$ cat config.mk
export PLATFORM = sky130hd
export DESIGN_NAME = sram_cycle_decoder
export DESIGN_NICKNAME = d
export VERILOG_FILES = /design/src/rtl/sdec_pkg.sv /design/src/rtl/sdec_rec_timer.sv /design/src/rtl/sdec_store.sv /design/src/rtl/sram_cycle_decoder.sv
export SDC_FILE = /design/constraint.sdc
export NUM_CORES = 1
export LEC_CHECK = 0
export CORE_ASPECT_RATIO = 0.6
export CORE_MARGIN = 4
export CORE_UTILIZATION = 40
export CTS_BUF_LIST = sky130_fd_sc_hd__clkbuf_8
export DETAILED_ROUTE_END_ITERATION = 8
export DONT_BUFFER_PORTS = 1
export PLACE_DENSITY = 0.58
export SLEW_MARGIN = 25
export SYNTH_ARGS = -nofsm -noshare
export SYNTH_HDL_FRONTEND = slang
export SYNTH_SLANG_ARGS = --single-unit
$ cat constraint.sdc
create_clock -name clk -period 3.1 [get_ports clk]
set_clock_uncertainty 0.2 [all_clocks]
set_input_delay 0.93 -clock clk [delete_from_list [all_inputs] [get_ports clk]]
set_output_delay 0.93 -clock clk [all_outputs]
set_load 0.005 [all_outputs]
$ cat src/rtl/sdec_pkg.sv
package sdec_pkg;
    typedef enum logic [1:0] {
        ST_IDLE    = 2'd0,
        ST_READ    = 2'd1,
        ST_WRITE   = 2'd2,
        ST_RECOVER = 2'd3
    } sdec_state_e;
endpackage

$ cat src/rtl/sdec_rec_timer.sv
// Counts consecutive write-strobe-high samples while recovery is active.
module sdec_rec_timer #(
    parameter int REC_CYCLES = 3
) (
    input  logic clk,
    input  logic rst_n,
    input  logic start,
    input  logic active,
    input  logic strobe_high,
    output logic done
);
    localparam int CW = (REC_CYCLES > 1) ? $clog2(REC_CYCLES + 1) : 1;
    localparam logic [CW-1:0] LAST = CW'(REC_CYCLES - 1);

    logic [CW-1:0] cnt;

    always_ff @(posedge clk or negedge rst_n) begin
        if (!rst_n) begin
            cnt <= '0;
        end else if (start) begin
            cnt <= '0;
        end else if (active) begin
            if (strobe_high) begin
                cnt <= cnt + CW'(1);
            end else begin
                cnt <= '0;
            end
        end
    end

    assign done = active && strobe_high && (cnt == LAST);
endmodule

$ cat src/rtl/sdec_store.sv
// Small byte array: one synchronous write port, one combinational read port.
module sdec_store #(
    parameter int ADDR_W = 4,
    parameter int DATA_W = 8
) (
    input  logic              clk,
    input  logic              rst_n,
    input  logic              wr_en,
    input  logic [ADDR_W-1:0] wr_addr,
    input  logic [DATA_W-1:0] wr_data,
    input  logic [ADDR_W-1:0] rd_addr,
    output logic [DATA_W-1:0] rd_data
);
    localparam int DEPTH = 1 << ADDR_W;

    logic [DATA_W-1:0] cells [DEPTH];

    always_ff @(posedge clk or negedge rst_n) begin
        if (!rst_n) begin
            for (int i = 0; i < DEPTH; i++) begin
                cells[i] <= '0;
            end
        end else if (wr_en) begin
            cells[wr_addr] <= wr_data;
        end
    end

    assign rd_data = cells[rd_addr];
endmodule

$ cat src/rtl/sram_cycle_decoder.sv
module sram_cycle_decoder
    import sdec_pkg::*;
#(
    parameter int ADDR_W     = 4,
    parameter int DATA_W     = 8,
    parameter int REC_CYCLES = 3
) (
    input  logic              clk,
    input  logic              rst_n,
    input  logic              chip_sel_n,
    input  logic              wr_strobe_n,
    input  logic              out_en_n,
    input  logic              protect,
    input  logic [ADDR_W-1:0] addr,
    input  logic [DATA_W-1:0] wdata,
    output logic [DATA_W-1:0] rdata,
    output logic              data_oe,
    output logic              commit,
    output logic              addr_err,
    output logic              rec_viol
);
    sdec_state_e       state, state_nxt;
    logic [ADDR_W-1:0] addr_q;
    logic [DATA_W-1:0] data_q;
    logic              moved_q;
    logic              commit_q, err_q, viol_q;

    logic both_low, rd_req, released;
    logic wr_start, wr_hold, wr_end, viol_go;
    logic rec_done;
    logic [DATA_W-1:0] store_rd;

    assign both_low = !chip_sel_n && !wr_strobe_n;
    assign rd_req   = !chip_sel_n &&  wr_strobe_n;
    assign released =  chip_sel_n ||  wr_strobe_n;

    // Next-state decode
    always_comb begin
        state_nxt = state;
        if (protect) begin
            state_nxt = ST_IDLE;
        end else begin
            unique case (state)
                ST_IDLE, ST_READ: begin
                    if (both_low)    state_nxt = ST_WRITE;
                    else if (rd_req) state_nxt = ST_READ;
                    else             state_nxt = ST_IDLE;
                end
                ST_WRITE: begin
                    if (released) state_nxt = ST_RECOVER;
                end
                ST_RECOVER: begin
                    if (rec_done) state_nxt = ST_IDLE;
                end
            endcase
        end
    end

    // Cycle events
    always_comb begin
        wr_start = !protect && ((state == ST_IDLE) || (state == ST_READ)) && both_low;
        wr_hold  = !protect && (state == ST_WRITE) && both_low;
        wr_end   = !protect && (state == ST_WRITE) && released;
        viol_go  = !protect && (state == ST_RECOVER) && !chip_sel_n;
    end

    // State register, capture registers and event pulses
    always_ff @(posedge clk or negedge rst_n) begin
        if (!rst_n) begin
            state    <= ST_IDLE;
            addr_q   <= '0;
            data_q   <= '0;
            moved_q  <= 1'b0;
            commit_q <= 1'b0;
            err_q    <= 1'b0;
            viol_q   <= 1'b0;
        end else begin
            state    <= state_nxt;
            commit_q <= wr_end && !moved_q;
            err_q    <= wr_end &&  moved_q;
            viol_q   <= viol_go;
            if (wr_start) begin
                addr_q  <= addr;
                data_q  <= wdata;
                moved_q <= 1'b0;
            end else if (wr_hold) begin
                data_q  <= wdata;
                if (addr != addr_q) moved_q <= 1'b1;
            end
        end
    end

    sdec_rec_timer #(
        .REC_CYCLES(REC_CYCLES)
    ) u_timer (
        .clk        (clk),
        .rst_n      (rst_n),
        .start      (wr_end),
        .active     (state == ST_RECOVER),
        .strobe_high(wr_strobe_n),
        .done       (rec_done)
    );

    sdec_store #(
        .ADDR_W(ADDR_W),
        .DATA_W(DATA_W)
    ) u_store (
        .clk    (clk),
        .rst_n  (rst_n),
        .wr_en  (wr_end && !moved_q),
        .wr_addr(addr_q),
        .wr_data(data_q),
        .rd_addr(addr),
        .rd_data(store_rd)
    );

    // Outputs
    always_comb begin
        data_oe  = (state == ST_READ) && !out_en_n && !protect;
        rdata    = data_oe ? store_rd : '0;
        commit   = commit_q;
        addr_err = err_q;
        rec_viol = viol_q;
    end
endmodule

After elaboration in Yosys (flattened, before gate mapping)
Cells that the tools add are included.
Widths: inputs -> output; s select.

word-level totals
  output and inout bits = 12
  logic and storage cells = 88
  bits in registers = 148

cells by class
  reductions and logical operators = 30
  $lt $le $gt $ge = 3
  eq/ne operators = 7
  muxes and demuxes = 21
  bitwise operators = 2
  add/subtract/negate cells = 1

operators by type and width
  cell                 count
  $bwmux 128           1
  $mux 8               6
  $bmux 8 s4           1
  $demux 8 s4          1
  $logic_and 1x1->1    16
  $mux 2               7
  $ge 5x5->1 const B   2
  $not 4->5            2
  $eq 2x2->1 const B   3
  $ne 3x3->1 const B   2
  $pmux 2 s3           1
  $reduce_bool 2->1    3
  $logic_not 1->1      5
  $lt 5x1->1 const B   1
  $mux 1               4
  $ne 4x4->1           1
  $reduce_and 2->1     2
  $add 2x1->2 const B  1
  $eq 2x1->1 const B   1
  $logic_not 2->1      1
  $logic_or 1x1->1     2
  $reduce_or 2->1      1

Depth between registers and ports, before layout
Gate-level depths: netlist of the first run.

  depth after elaboration = 6
  mapped depth = 6
  mapped depth without buffers = 5

By module
A second synthesis of the first run with hierarchy kept.

unflattened totals
  cell total of the unflattened synthesis = 438
  area, all modules = 6859.1 um^2

by module, submodules not included
  module              seq. area each (um^2)  cells each  area an instance (um^2)  times used
  sdec_store          3203.1                 365         5915.7                   1
  sram_cycle_decoder  450.4                  62          834.6                    1
  sdec_rec_timer      50.0                   11          108.9                    1

Worst setup path before layout of the first run
No wires, ideal clock.

  path type = input-to-output
  start = input port addr[1]
  end = output port rdata[0]
  path slack = -253 ps
  required time = 1970 ps
  path buffers = 2
  stages = 5
  arrival = 2223 ps
  path through = buf_2 -> buf_2 -> mux4_2 -> mux2i_1 -> o221ai_1

between the ends
  cells in the longest elaborated chain, start to end = 5

ends and longest elaborated chain
  element                                    RTL line                   RTL
  start: declaration                         sram_cycle_decoder.sv:14   input logic [ADDR_W-1:0] addr,
  $not 4->5 (not written as such)            sdec_store.sv:28           assign rd_data = cells[rd_addr];
  $bmux 8 s4                                 sdec_store.sv:28
  $mux 8 (not written as such) (2 in a row)  sdec_store.sv:28
  $mux 8                                     sram_cycle_decoder.sv:120  rdata = data_oe ? store_rd : '0;
  end: declaration                           sram_cycle_decoder.sv:16   output logic [DATA_W-1:0] rdata,

Every way passes these cells. The select of a mux whose other input is x is not followed.

Worst setup path in the final report of the first run
  start = input port addr[1]
  end = output port rdata[5]

The elaborated chain is that of the path after synthesis.

==> results of run 1 <==
[state kept, by name, indices dropped and copies added (netlist names)]
name,count
data_q,8
addr_err,1
moved_q,1
u_timer.cnt,2
rec_viol,1
addr_q,4
commit,1
state,2
u_store.cells,128
[power groups by stage]
stage,registers [uW],clock network [uW],logic [uW]
3_5_place_dp,2460,0,590
3_3_place_gp,2450,0,571
5_1_grt,2460,1640,644
6_report,2420,1500,593
2_1_floorplan,2340,0,580
4_1_cts,2420,1550,600
[per-stage QoR]
stage	setup WS (ps)	utilization [%]	cells	hold slack, ps
finish	-16.7	46.0	709	-23.5
global placement	-144	43.3	677	266
CTS	-16.2	45.9	709	-53.0
detailed placement	-82.0	43.3	677	274
floorplan	8.31	-	443	253
global route	-69.8	46.0	709	-85.6
[worst max path at each step]
stage	cells after the start	endpoint	slack [ps]
global route	4	rdata[5]	-70
floorplan	5	rdata[0]	8
finish	4	rdata[5]	-20
global placement	6	rdata[1]	-140
CTS	6	rdata[1]	-20
detailed placement	6	rdata[1]	-80
[cell families (layout without fill, tap and decap cells)]
kind of cell	Yosys count	after routing	synth area share, %
simple gates	47	47	7.59
buf+inv	44	76	2.92
flops	148	148	52.7
fa+ha+maj	1	1	0.178
mux	180	180	33.8
xor+xnor	4	4	0.499
compound gates	19	19	2.23
[cell usage after synthesis]
master | instances | area (um^2)
or3b_2 | 1 | 8.76
nand2_1 | 3 | 11.3
o21a_1 | 1 | 7.51
inv_1 | 12 | 45.0
o21ba_2 | 1 | 10.0
buf_6 | 3 | 33.8
nand2b_1 | 4 | 25.0
buf_4 | 1 | 7.51
or2_2 | 1 | 6.26
a2111oi_0 | 1 | 8.76
dfrtp_1 | 148 | 3700
or3_1 | 1 | 6.26
o221ai_1 | 8 | 70.1
or3b_1 | 1 | 8.76
nor4_1 | 1 | 6.26
a2111oi_2 | 1 | 15.0
nand3b_1 | 2 | 15.0
mux4_2 | 32 | 721
mux2_2 | 135 | 1520
nor3b_1 | 1 | 7.51
mux2_1 | 5 | 56.3
nor4b_1 | 1 | 8.76
nor2b_1 | 1 | 6.26
o21ai_0 | 3 | 15.0
clkbuf_1 | 7 | 26.3
nor4_4 | 16 | 340
mux2i_1 | 8 | 80.1
nand4_1 | 9 | 56.3
a21oi_1 | 1 | 5.00
nor2_1 | 2 | 7.51
nand4b_1 | 1 | 8.76
o41ai_1 | 1 | 8.76
buf_1 | 10 | 37.5
xor2_1 | 4 | 35.0
ha_1 | 1 | 12.5
a2bb2oi_1 | 1 | 8.76
nor3_1 | 2 | 10.0
buf_2 | 11 | 55.1
o21bai_1 | 1 | 7.51
[layout make-up]
cell class / count / area, um^2 / area share (%)
clock inverter: 15 / 161 / 2.04
timing repair buffer: 32 / 256 / 3.25
tap: 234 / 293 / 3.71
sequential: 148 / 3700 / 46.9
inverter: 12 / 45.0 / 0.570
clock buffer: 17 / 234 / 2.96
multi-input combinational: 251 / 3200 / 40.6
[timing repair]
item	in CTS	in global routing
endpoints found under the setup margin	8	7
pin swaps	3	0
gates resized for setup	7	3
hold endpoints to repair	148	148
[metal layers]
| metal | vias to the layer above | track usage, % |
|---|---|---|
| li1 | 1724 | - |
| met1 | 2084 | 25.2 |
| met2 | 69 | 23.3 |
| met3 | 12 | 4.04 |
| met4 | 0 | 4.19 |
| met5 | - | 0 |
==> metrics.json, run 1 <==
{
  "min_path_type": {"value": "in2async"},
  "floorplan.die_area": {"value": 0.0198, "unit": "mm^2"},
  "p_sw_share": {"value": 28.6, "unit": "%"},
  "syn_nets": {"value": 462},
  "net-switching-power": {"value": 1290, "unit": "uW"},
  "setup.worst_path.start": {"value": "addr[1]"},
  "relSlewSlack": {"value": 60.6, "unit": "%"},
  "r2r_cells": {"value": 6},
  "stdcell_area": {"value": 0.00790, "unit": "mm^2"},
  "rsz0062_at_grt": {"value": "yes"},
  "worst_ep_required_time": {"value": 1970, "unit": "ps"},
  "max-vdd-ir-drop": {"value": 0.342, "unit": "mV"},
  "synthesized_instance_count": {"value": 443},
  "actual_slew_at_the_worst_max_slew_pin": {"value": 590, "unit": "ps"},
  "num_io_pins": {"value": 30},
  "clock_latency": {"value": 450, "unit": "ps"},
  "max_cap_viol_count": {"value": 0},
  "yosysWarnings": {"value": 0},
  "cts_buffers": {"value": 17},
  "antenna_found_initial": {"value": 0},
  "startpoint_type": {"value": "primary input"},
  "critical_path.max_fanout": {"value": 26},
  "layout.cells.most_common_list": {"value": "148 x dfrtp_1, 135 x mux2_2, 32 x mux4_2"},
  "detailroute.via_count": {"value": 3889},
  "timing_worst_setup_path_type": {"value": "in2out"},
  "cts_root_buf": {"value": "clkbuf_8"},
  "first_iter_violations": {"value": 254},
  "setup_crit_end_kind": {"value": "output pin"},
  "wl_met3": {"value": 675, "unit": "um"},
  "detailedPlacementHpwl": {"value": 9.89, "unit": "mm"},
  "drcViolationCount": {"value": 0},
  "gp_routability_congestion": {"value": 0.733},
  "synth_sequential_area_ratio": {"value": 52.7, "unit": "%"},
  "rr_startpoint": {"value": "state[1]"},
  "power_frac_comb": {"value": 13.1, "unit": "%"},
  "end_of_the_worst_register_to_register_path": {"value": "u_store.cells[89]"},
  "cts.htree.levels": {"value": 4},
  "route.detailed.vias_per_inst": {"value": 5.49},
  "antenna_cells_inserted": {"value": 0},
  "p_per_area": {"value": 572, "unit": "mW/mm^2"},
  "port-buffer-count": {"value": 0},
  "layout.nets": {"value": 481},
  "routed_wire_length_per_instance": {"value": 21.2, "unit": "um"},
  "run_status": {"value": "complete, but fails checks"},
  "timing.hold.ws": {"value": -23.5, "unit": "ps"},
  "drt_antenna_net_count": {"value": 0},
  "setup-tns-final": {"value": -17.8, "unit": "ps"},
  "most_frequent_standard_cell_in_the_layout_excluding_fill_and_tap_cells": {"value": "dfrtp_1"},
  "critical-path-slowest-cell": {"value": "mux4_2"},
  "setup_slack_of_the_most_critical_reg_to_reg_path": {"value": 910, "unit": "ps"},
  "path_clk_slew": {"value": 80, "unit": "ps"},
  "power_frac_clock": {"value": 33.2, "unit": "%"},
  "fmax": {"value": 321, "unit": "MHz"},
  "drive_above_1_share": {"value": 54.9, "unit": "%"},
  "worstPathBufferInverterCount": {"value": 1},
  "min_period": {"value": 3120, "unit": "ps"},
  "gr-usage-all-layers": {"value": 16.4, "unit": "%"},
  "site_rows": {"value": 37},
  "layout_worst_path_cycle_share": {"value": 101, "unit": "%"},
  "clock_tree.buffer_depth": {"value": 2},
  "post-cts-setup-buffers": {"value": 0},
  "hold_viol": {"value": 32},
  "avgSynthCellArea": {"value": 15.9, "unit": "um^2"},
  "worst_path_largest_cell_delay": {"value": 500, "unit": "ps"},
  "initial_core_utilization": {"value": 40.9, "unit": "%"},
  "finalMaxSlewViolations": {"value": 0},
  "setup_viol_count_final": {"value": 2},
  "failed_checks": {"value": "hold timing, setup timing"},
  "detail_route.first_pass.iterations": {"value": 4},
  "synth_register_bits": {"value": 148},
  "grt_pass1_vias": {"value": 4173},
  "met1_routed_wirelength_after_detailed_routing": {"value": 7.62, "unit": "mm"},
  "path_delay_family": {"value": "multiplexers"},
  "met2_length": {"value": 6.61, "unit": "mm"},
  "worst_setup_slack_after_layout": {"value": -16.7, "unit": "ps"},
  "top_signal_layer_used": {"value": "met4"},
  "p_leak": {"value": 0.00354, "unit": "uW"},
  "chipHeight": {"value": 111, "unit": "um"},
  "grt.overflow.total": {"value": 0},
  "synthToLayoutAreaGrowth": {"value": 12.4, "unit": "%"},
  "filler_cell_count": {"value": 1499},
  "yosysUniqueCellTypes": {"value": 39},
  "cts_num_sinks": {"value": 148},
  "crit_chain": {"value": "mux4_2, mux2i_2, o221ai_1, buf_4"},
  "grt_first_pass_wirelength": {"value": 24.7, "unit": "mm"},
  "cp_arrival": {"value": 1990, "unit": "ps"},
  "cts_tree": {"value": "done"},
  "grt_start_max_net_pins": {"value": 149},
  "postPlaceCellArea": {"value": 0.00744, "unit": "mm^2"},
  "synth.cell_area": {"value": 0.00702, "unit": "mm^2"},
  "drt-total-wl": {"value": 15.0, "unit": "mm"},
  "p_seq_share": {"value": 53.7, "unit": "%"},
  "int_pwr": {"value": 3220, "unit": "uW"},
  "placeableCoreArea": {"value": 0.0172, "unit": "mm^2"},
  "die_x": {"value": 179, "unit": "um"},
  "total_power": {"value": 4520, "unit": "uW"}
}
No activity file was read; power rests on OpenSTA's default activity.
==> run 2, diff against run 1 <==
- PLACE_DENSITY: 0.58 -> unset
- PLACE_DENSITY_LB_ADDON: unset -> 0.1
- SKIP_CTS_REPAIR_TIMING: unset -> 1
==> run 2 against run 1 <==
Cell area decreased by 0.11%. Combinational power increased by 1%. Critical path depth increased by 2. Sequential share of layout area increased by 0.052 points. Critical endpoint is now rdata[1]. Routed wire length increased by 6.8%. Sequential power about the same. The flow still finishes with violations (hold timing, setup timing). Die area unchanged. Count of clock-buffer cells in the layout unchanged. Total power decreased by 2.3%. Worst hold slack improved by 1.2 ps.
==> metrics.json, run 2 (synthesized netlist as in run 1, its figures left out) <==
{
  "clock_latency": {"value": 440, "unit": "ps"},
  "worst_setup_slack_after_layout": {"value": -95.8, "unit": "ps"},
  "drt_antenna_net_count": {"value": 0},
  "rr_startpoint": {"value": "state[1]"},
  "cts_num_sinks": {"value": 148},
  "gp_routability_congestion": {"value": 0.712},
  "crit_top_cell": {"value": "buf_6"},
  "floorplan.die_area": {"value": 0.0198, "unit": "mm^2"},
  "drcViolationCount": {"value": 0},
  "grt_busiest_layer": {"value": "met2"},
  "placeableCoreArea": {"value": 0.0172, "unit": "mm^2"},
  "detail_route.first_pass.iterations": {"value": 4},
  "largestRegisters": {"value": "u_store.cells: 128 flops, data_q: 8 flops, addr_q: 4 flops"},
  "drive_above_1_share": {"value": 54.5, "unit": "%"},
  "antenna_found_initial": {"value": 0},
  "critical-path-slowest-cell": {"value": "nor4b_4"},
  "gr-usage-all-layers": {"value": 17.1, "unit": "%"},
  "route.detailed.vias_per_inst": {"value": 5.51},
  "startpoint_type": {"value": "primary input"},
  "most_frequent_standard_cell_in_the_layout_excluding_fill_and_tap_cells": {"value": "dfrtp_1"},
  "layout.nets": {"value": 484},
  "first_iter_violations": {"value": 226},
  "setup_viol_count_final": {"value": 8},
  "p_per_area": {"value": 559, "unit": "mW/mm^2"},
  "finalCoreUtilization": {"value": 45.9, "unit": "%"},
  "initial_core_utilization": {"value": 40.9, "unit": "%"},
  "die_x": {"value": 179, "unit": "um"},
  "rsz0062_at_grt": {"value": "yes"},
  "chipHeight": {"value": 111, "unit": "um"},
  "routed_wire_length_per_instance": {"value": 22.6, "unit": "um"},
  "grt_start_max_net_pins": {"value": 149},
  "setup_slack_of_the_most_critical_reg_to_reg_path": {"value": 870, "unit": "ps"},
  "r2r_cells": {"value": 6},
  "run_status": {"value": "complete, but fails checks"},
  "layout_worst_path_cycle_share": {"value": 103, "unit": "%"},
  "end_of_the_worst_register_to_register_path": {"value": "u_store.cells[81]"},
  "cts.htree.levels": {"value": 4},
  "p_leak": {"value": 0.00352, "unit": "uW"},
  "num_io_pins": {"value": 30},
  "grt_first_pass_wirelength": {"value": 25.5, "unit": "mm"},
  "cp_arrival": {"value": 2070, "unit": "ps"},
  "synthToLayoutAreaGrowth": {"value": 12.3, "unit": "%"},
  "cts_root_buf": {"value": "clkbuf_8"},
  "relSlewSlack": {"value": 59.4, "unit": "%"},
  "grt_pass1_vias": {"value": 4309},
  "met1_usage": {"value": 25.3, "unit": "%"},
  "hold_viol": {"value": 28},
  "use_met2": {"value": 25.9, "unit": "%"},
  "cts_tree": {"value": "done"},
  "setup_crit_end_kind": {"value": "output pin"},
  "crit_chain": {"value": "nor4b_4, buf_4, nand3b_1, buf_6, o221ai_4, buf_6"},
  "layout.cells.most_common_list": {"value": "148 x dfrtp_1, 135 x mux2_2, 32 x mux4_2"},
  "site_rows": {"value": 37},
  "critical_path.max_fanout": {"value": 7},
  "min_period": {"value": 3200, "unit": "ps"},
  "worst_ep_required_time": {"value": 1970, "unit": "ps"},
  "port-buffer-count": {"value": 0},
  "largest_register_ffs": {"value": 128},
  "antenna_cells_inserted": {"value": 0},
  "max-vdd-ir-drop": {"value": 0.220, "unit": "mV"},
  "clock_tree.buffer_depth": {"value": 2},
  "grt.overflow.total": {"value": 0},
  "failed_checks": {"value": "hold timing, setup timing"},
  "min_path_type": {"value": "in2async"},
  "drt-total-wl": {"value": 16.1, "unit": "mm"},
  "worst_path_largest_cell_delay": {"value": 300, "unit": "ps"},
  "timing.hold.ws": {"value": -22.3, "unit": "ps"},
  "detailedPlacementHpwl": {"value": 10.3, "unit": "mm"},
  "actual_slew_at_the_worst_max_slew_pin": {"value": 608, "unit": "ps"},
  "grt_use_met3": {"value": 3.39, "unit": "%"},
  "detailroute.via_count": {"value": 3919},
  "cts_buffers": {"value": 17},
  "timing_worst_setup_path_type": {"value": "in2out"},
  "fmax": {"value": 313, "unit": "MHz"},
  "max_cap_viol_count": {"value": 0},
  "finalMaxSlewViolations": {"value": 0},
  "path_clk_slew": {"value": 100, "unit": "ps"},
  "max_flop_register": {"value": "u_store.cells"}
}
-- run 2: critical path: cells and delay by family --
family                 cells  cell delay (ps)
buffers and inverters      3              490
AO/OA/AOI/OAI              1              180
AND/OR/NAND/NOR            2              450
-- run 2: metrics by stage --
step	cell area (um^2)	TNS (ps)	total power, uW	setup WS [ps]	instances
2_1_floorplan	7070	0	2920	8.31	443
3_5_place_dp	7450	-751	3060	-180	678
5_1_grt	7890	-864	4640	-131	711
3_3_place_gp	7450	-577	3020	-152	678
4_1_cts	7800	-865	4450	-202	709
6_report	7890	-502	4410	-95.8	711
-- run 2: worst max path at each step --
| stage | from | end | slack [ps] | cells after the start |
|---|---|---|---|---|
| 2_1_floorplan | addr[1] | rdata[0] | 8 | 5 |
| 3_3_place_gp | out_en_n | rdata[0] | -150 | 6 |
| 3_5_place_dp | out_en_n | rdata[1] | -180 | 6 |
| 4_1_cts | out_en_n | rdata[1] | -200 | 6 |
| 5_1_grt | protect | rdata[0] | -130 | 6 |
| 6_report | protect | rdata[1] | -100 | 6 |
-- run 2: metal layers --
layer	routed length, um	up-vias
met2	7440	57
met4	205	0
met3	594	20
met1	7820	2114
li1	-	1728
met5	0	-
-- run 2: layout make-up --
type	count	area [um^2]
Fill cell	1507	9290
Tap cell	234	293
Clock inverter	14	119
Timing Repair Buffer	35	287
Sequential cell	148	3700
Inverter	12	45.0
Multi-Input combinational cell	251	3210
Clock buffer	17	234
-- run 2: where the power goes --
group,switching (uW),internal [uW]
registers,237,2190
logic,237,363
clock network,816,571
total,1290,3120
==> run 3, diff against run 2 <==
- CORE_UTILIZATION: 40 -> 55
==> run 3 against run 2 <==
Routed wire length fell by 4.9%. Via count rose by 1.2%. Combinational power barely moved. Largest cell class unchanged. Cell area fell by 0.43%. The flow finishes with violations (hold timing).
==> metrics.json, run 3 (synthesized netlist as in run 1, its figures left out) <==
{
  "fin_cells": {"value": 643},
  "port-buffer-count": {"value": 0},
  "critical_path.max_fanout": {"value": 6},
  "cts_tree": {"value": "done"},
  "cts.htree.levels": {"value": 4},
  "initial_core_utilization": {"value": 57.3, "unit": "%"},
  "grt_pass1_vias": {"value": 4289},
  "finalMaxSlewViolations": {"value": 0},
  "p_seq_share": {"value": 53.1, "unit": "%"},
  "power_frac_clock": {"value": 33.8, "unit": "%"},
  "min_path_type": {"value": "in2async"},
  "hold_viol": {"value": 54},
  "path_clk_slew": {"value": 90, "unit": "ps"},
  "layout.cells.most_common_list": {"value": "148 x dfrtp_1, 135 x mux2_2, 34 x buf_4"},
  "synthToLayoutAreaGrowth": {"value": 11.8, "unit": "%"},
  "num_io_pins": {"value": 30},
  "setup_viol_count_final": {"value": 0},
  "int_pwr": {"value": 3290, "unit": "uW"},
  "cts_num_sinks": {"value": 148},
  "first_iter_violations": {"value": 263},
  "p_sw_share": {"value": 28.3, "unit": "%"},
  "relSlewSlack": {"value": 58.8, "unit": "%"},
  "fmax": {"value": 325, "unit": "MHz"},
  "cts_buffers": {"value": 17},
  "gr-usage-all-layers": {"value": 22.7, "unit": "%"},
  "detail_route.first_pass.iterations": {"value": 4},
  "rr_startpoint": {"value": "state[1]"},
  "timing.hold.ws": {"value": -33.8, "unit": "ps"},
  "grt_start_max_net_pins": {"value": 149},
  "path_delay_family": {"value": "simple AND/OR/NAND/NOR gates"},
  "grt_first_pass_wirelength": {"value": 25.0, "unit": "mm"},
  "timing_worst_setup_path_type": {"value": "in2out"},
  "end_of_the_worst_register_to_register_path": {"value": "u_store.cells[109]"},
  "most_frequent_standard_cell_in_the_layout_excluding_fill_and_tap_cells": {"value": "dfrtp_1"},
  "max_cap_viol_count": {"value": 0},
  "p_leak": {"value": 0.00356, "unit": "uW"},
  "clock_tree.buffer_depth": {"value": 2},
  "total_power": {"value": 4590, "unit": "uW"},
  "clock_latency": {"value": 450, "unit": "ps"},
  "actual_slew_at_the_worst_max_slew_pin": {"value": 618, "unit": "ps"},
  "gp_routability_congestion": {"value": 0.766},
  "setup-tns-final": {"value": 0, "unit": "ps"},
  "min_period": {"value": 3080, "unit": "ps"},
  "failed_checks": {"value": "hold timing"},
  "rsz0062_at_grt": {"value": "yes"},
  "placeableCoreArea": {"value": 0.0123, "unit": "mm^2"},
  "drt-total-wl": {"value": 15.3, "unit": "mm"},
  "p_per_area": {"value": 584, "unit": "mW/mm^2"},
  "timing.critical_path.depth": {"value": 5},
  "setup.worst_path.end": {"value": "rdata[1]"},
  "critical-path-slowest-cell": {"value": "nor4b_4"},
  "cts_root_buf": {"value": "clkbuf_8"},
  "worst_ep_required_time": {"value": 1970, "unit": "ps"},
  "routed_wire_length_per_instance": {"value": 23.8, "unit": "um"},
  "run_status": {"value": "complete, but fails checks"},
  "setup_crit_end_kind": {"value": "output pin"},
  "drive_above_1_share": {"value": 55.4, "unit": "%"},
  "max-vdd-ir-drop": {"value": 0.321, "unit": "mV"},
  "r2r_cells": {"value": 6},
  "setup_slack_of_the_most_critical_reg_to_reg_path": {"value": 780, "unit": "ps"},
  "route.detailed.vias_per_inst": {"value": 6.17},
  "max_flop_register": {"value": "u_store.cells"},
  "startpoint_type": {"value": "primary input"},
  "detailroute.via_count": {"value": 3965},
  "largestRegisters": {"value": "u_store.cells: 128 flops, data_q: 8 flops, addr_q: 4 flops"},
  "site_rows": {"value": 31},
  "cp_arrival": {"value": 1950, "unit": "ps"},
  "power_frac_comb": {"value": 13.1, "unit": "%"},
  "grt.overflow.total": {"value": 0},
  "finalCoreUtilization": {"value": 64.1, "unit": "%"},
  "layout.nets": {"value": 484},
  "worst_path_largest_cell_delay": {"value": 270, "unit": "ps"},
  "antenna_found_initial": {"value": 0},
  "worstPathBufferInverterCount": {"value": 2},
  "net-switching-power": {"value": 1300, "unit": "uW"},
  "largest_register_ffs": {"value": 128},
  "antenna_cells_inserted": {"value": 0},
  "setup.worst_path.start": {"value": "out_en_n"},
  "floorplan.die_area": {"value": 0.0147, "unit": "mm^2"},
  "crit_chain": {"value": "nor4b_4, buf_4, nand3b_1, buf_6, o221ai_2"},
  "place_inst": {"value": 611},
  "chipHeight": {"value": 95.5, "unit": "um"},
  "layout_worst_path_cycle_share": {"value": 99.2, "unit": "%"},
  "drcViolationCount": {"value": 0},
  "die_x": {"value": 154, "unit": "um"},
  "detailedPlacementHpwl": {"value": 9.94, "unit": "mm"},
  "drt_antenna_net_count": {"value": 0}
}
-- run 3: cell types whose count changed in the layout (fill, tap and decap cells not counted), sizes merged --
cell      previous run  this run
bufinv               0         2
inv                 19        18
clkinvlp             5         2
clkinv               2         5
-- run 3: worst min path at each step --
stage | cells past startpoint | to | slack [ps] | from
3_5_place_dp | 1 | u_store.cells[42] | 280 | u_store.cells[42]
6_report | 0 | u_store.cells[102] | -30 | rst_n
4_1_cts | 0 | u_store.cells[102] | -60 | rst_n
2_1_floorplan | 1 | u_store.cells[35] | 250 | u_store.cells[35]
3_3_place_gp | 1 | u_store.cells[43] | 270 | u_store.cells[43]
5_1_grt | 0 | u_store.cells[102] | -80 | rst_n
-- run 3: power groups by stage --
stage	sequential, uW	combinational [uW]	clock, uW
after floorplan	2340	580	0
after global placement	2460	566	0
after detailed placement	2470	592	0
after CTS	2430	594	1590
after global routing	2480	648	1680
final	2440	599	1550
-- run 3: per-stage QoR --
stage	area [um^2]	setup WS, ps
floorplan	7070	8.31
global placement	7360	-10.1
detailed placement	7360	-11.6
CTS	7770	-24.5
global route	7850	-11.5
finish	7850	23.3
-- run 3: final cells by class --
type	count	area, um^2
clock inverter	15	173
tap	165	206
clock buffer	17	234
inverter	12	45.0
sequential	148	3700
multi-input combinational	251	3230
timing repair buffer	35	267
fill	915	4400
-- run 3: layer usage --
layer  vias to the layer above  GRT usage [%]  routed length, um
met2                        80           35.3               7170
met5                         -              0                  0
met1                      2155           32.5               7030
li1                       1720              -                  -
met3                        10           5.85                930
met4                         0           5.58                141
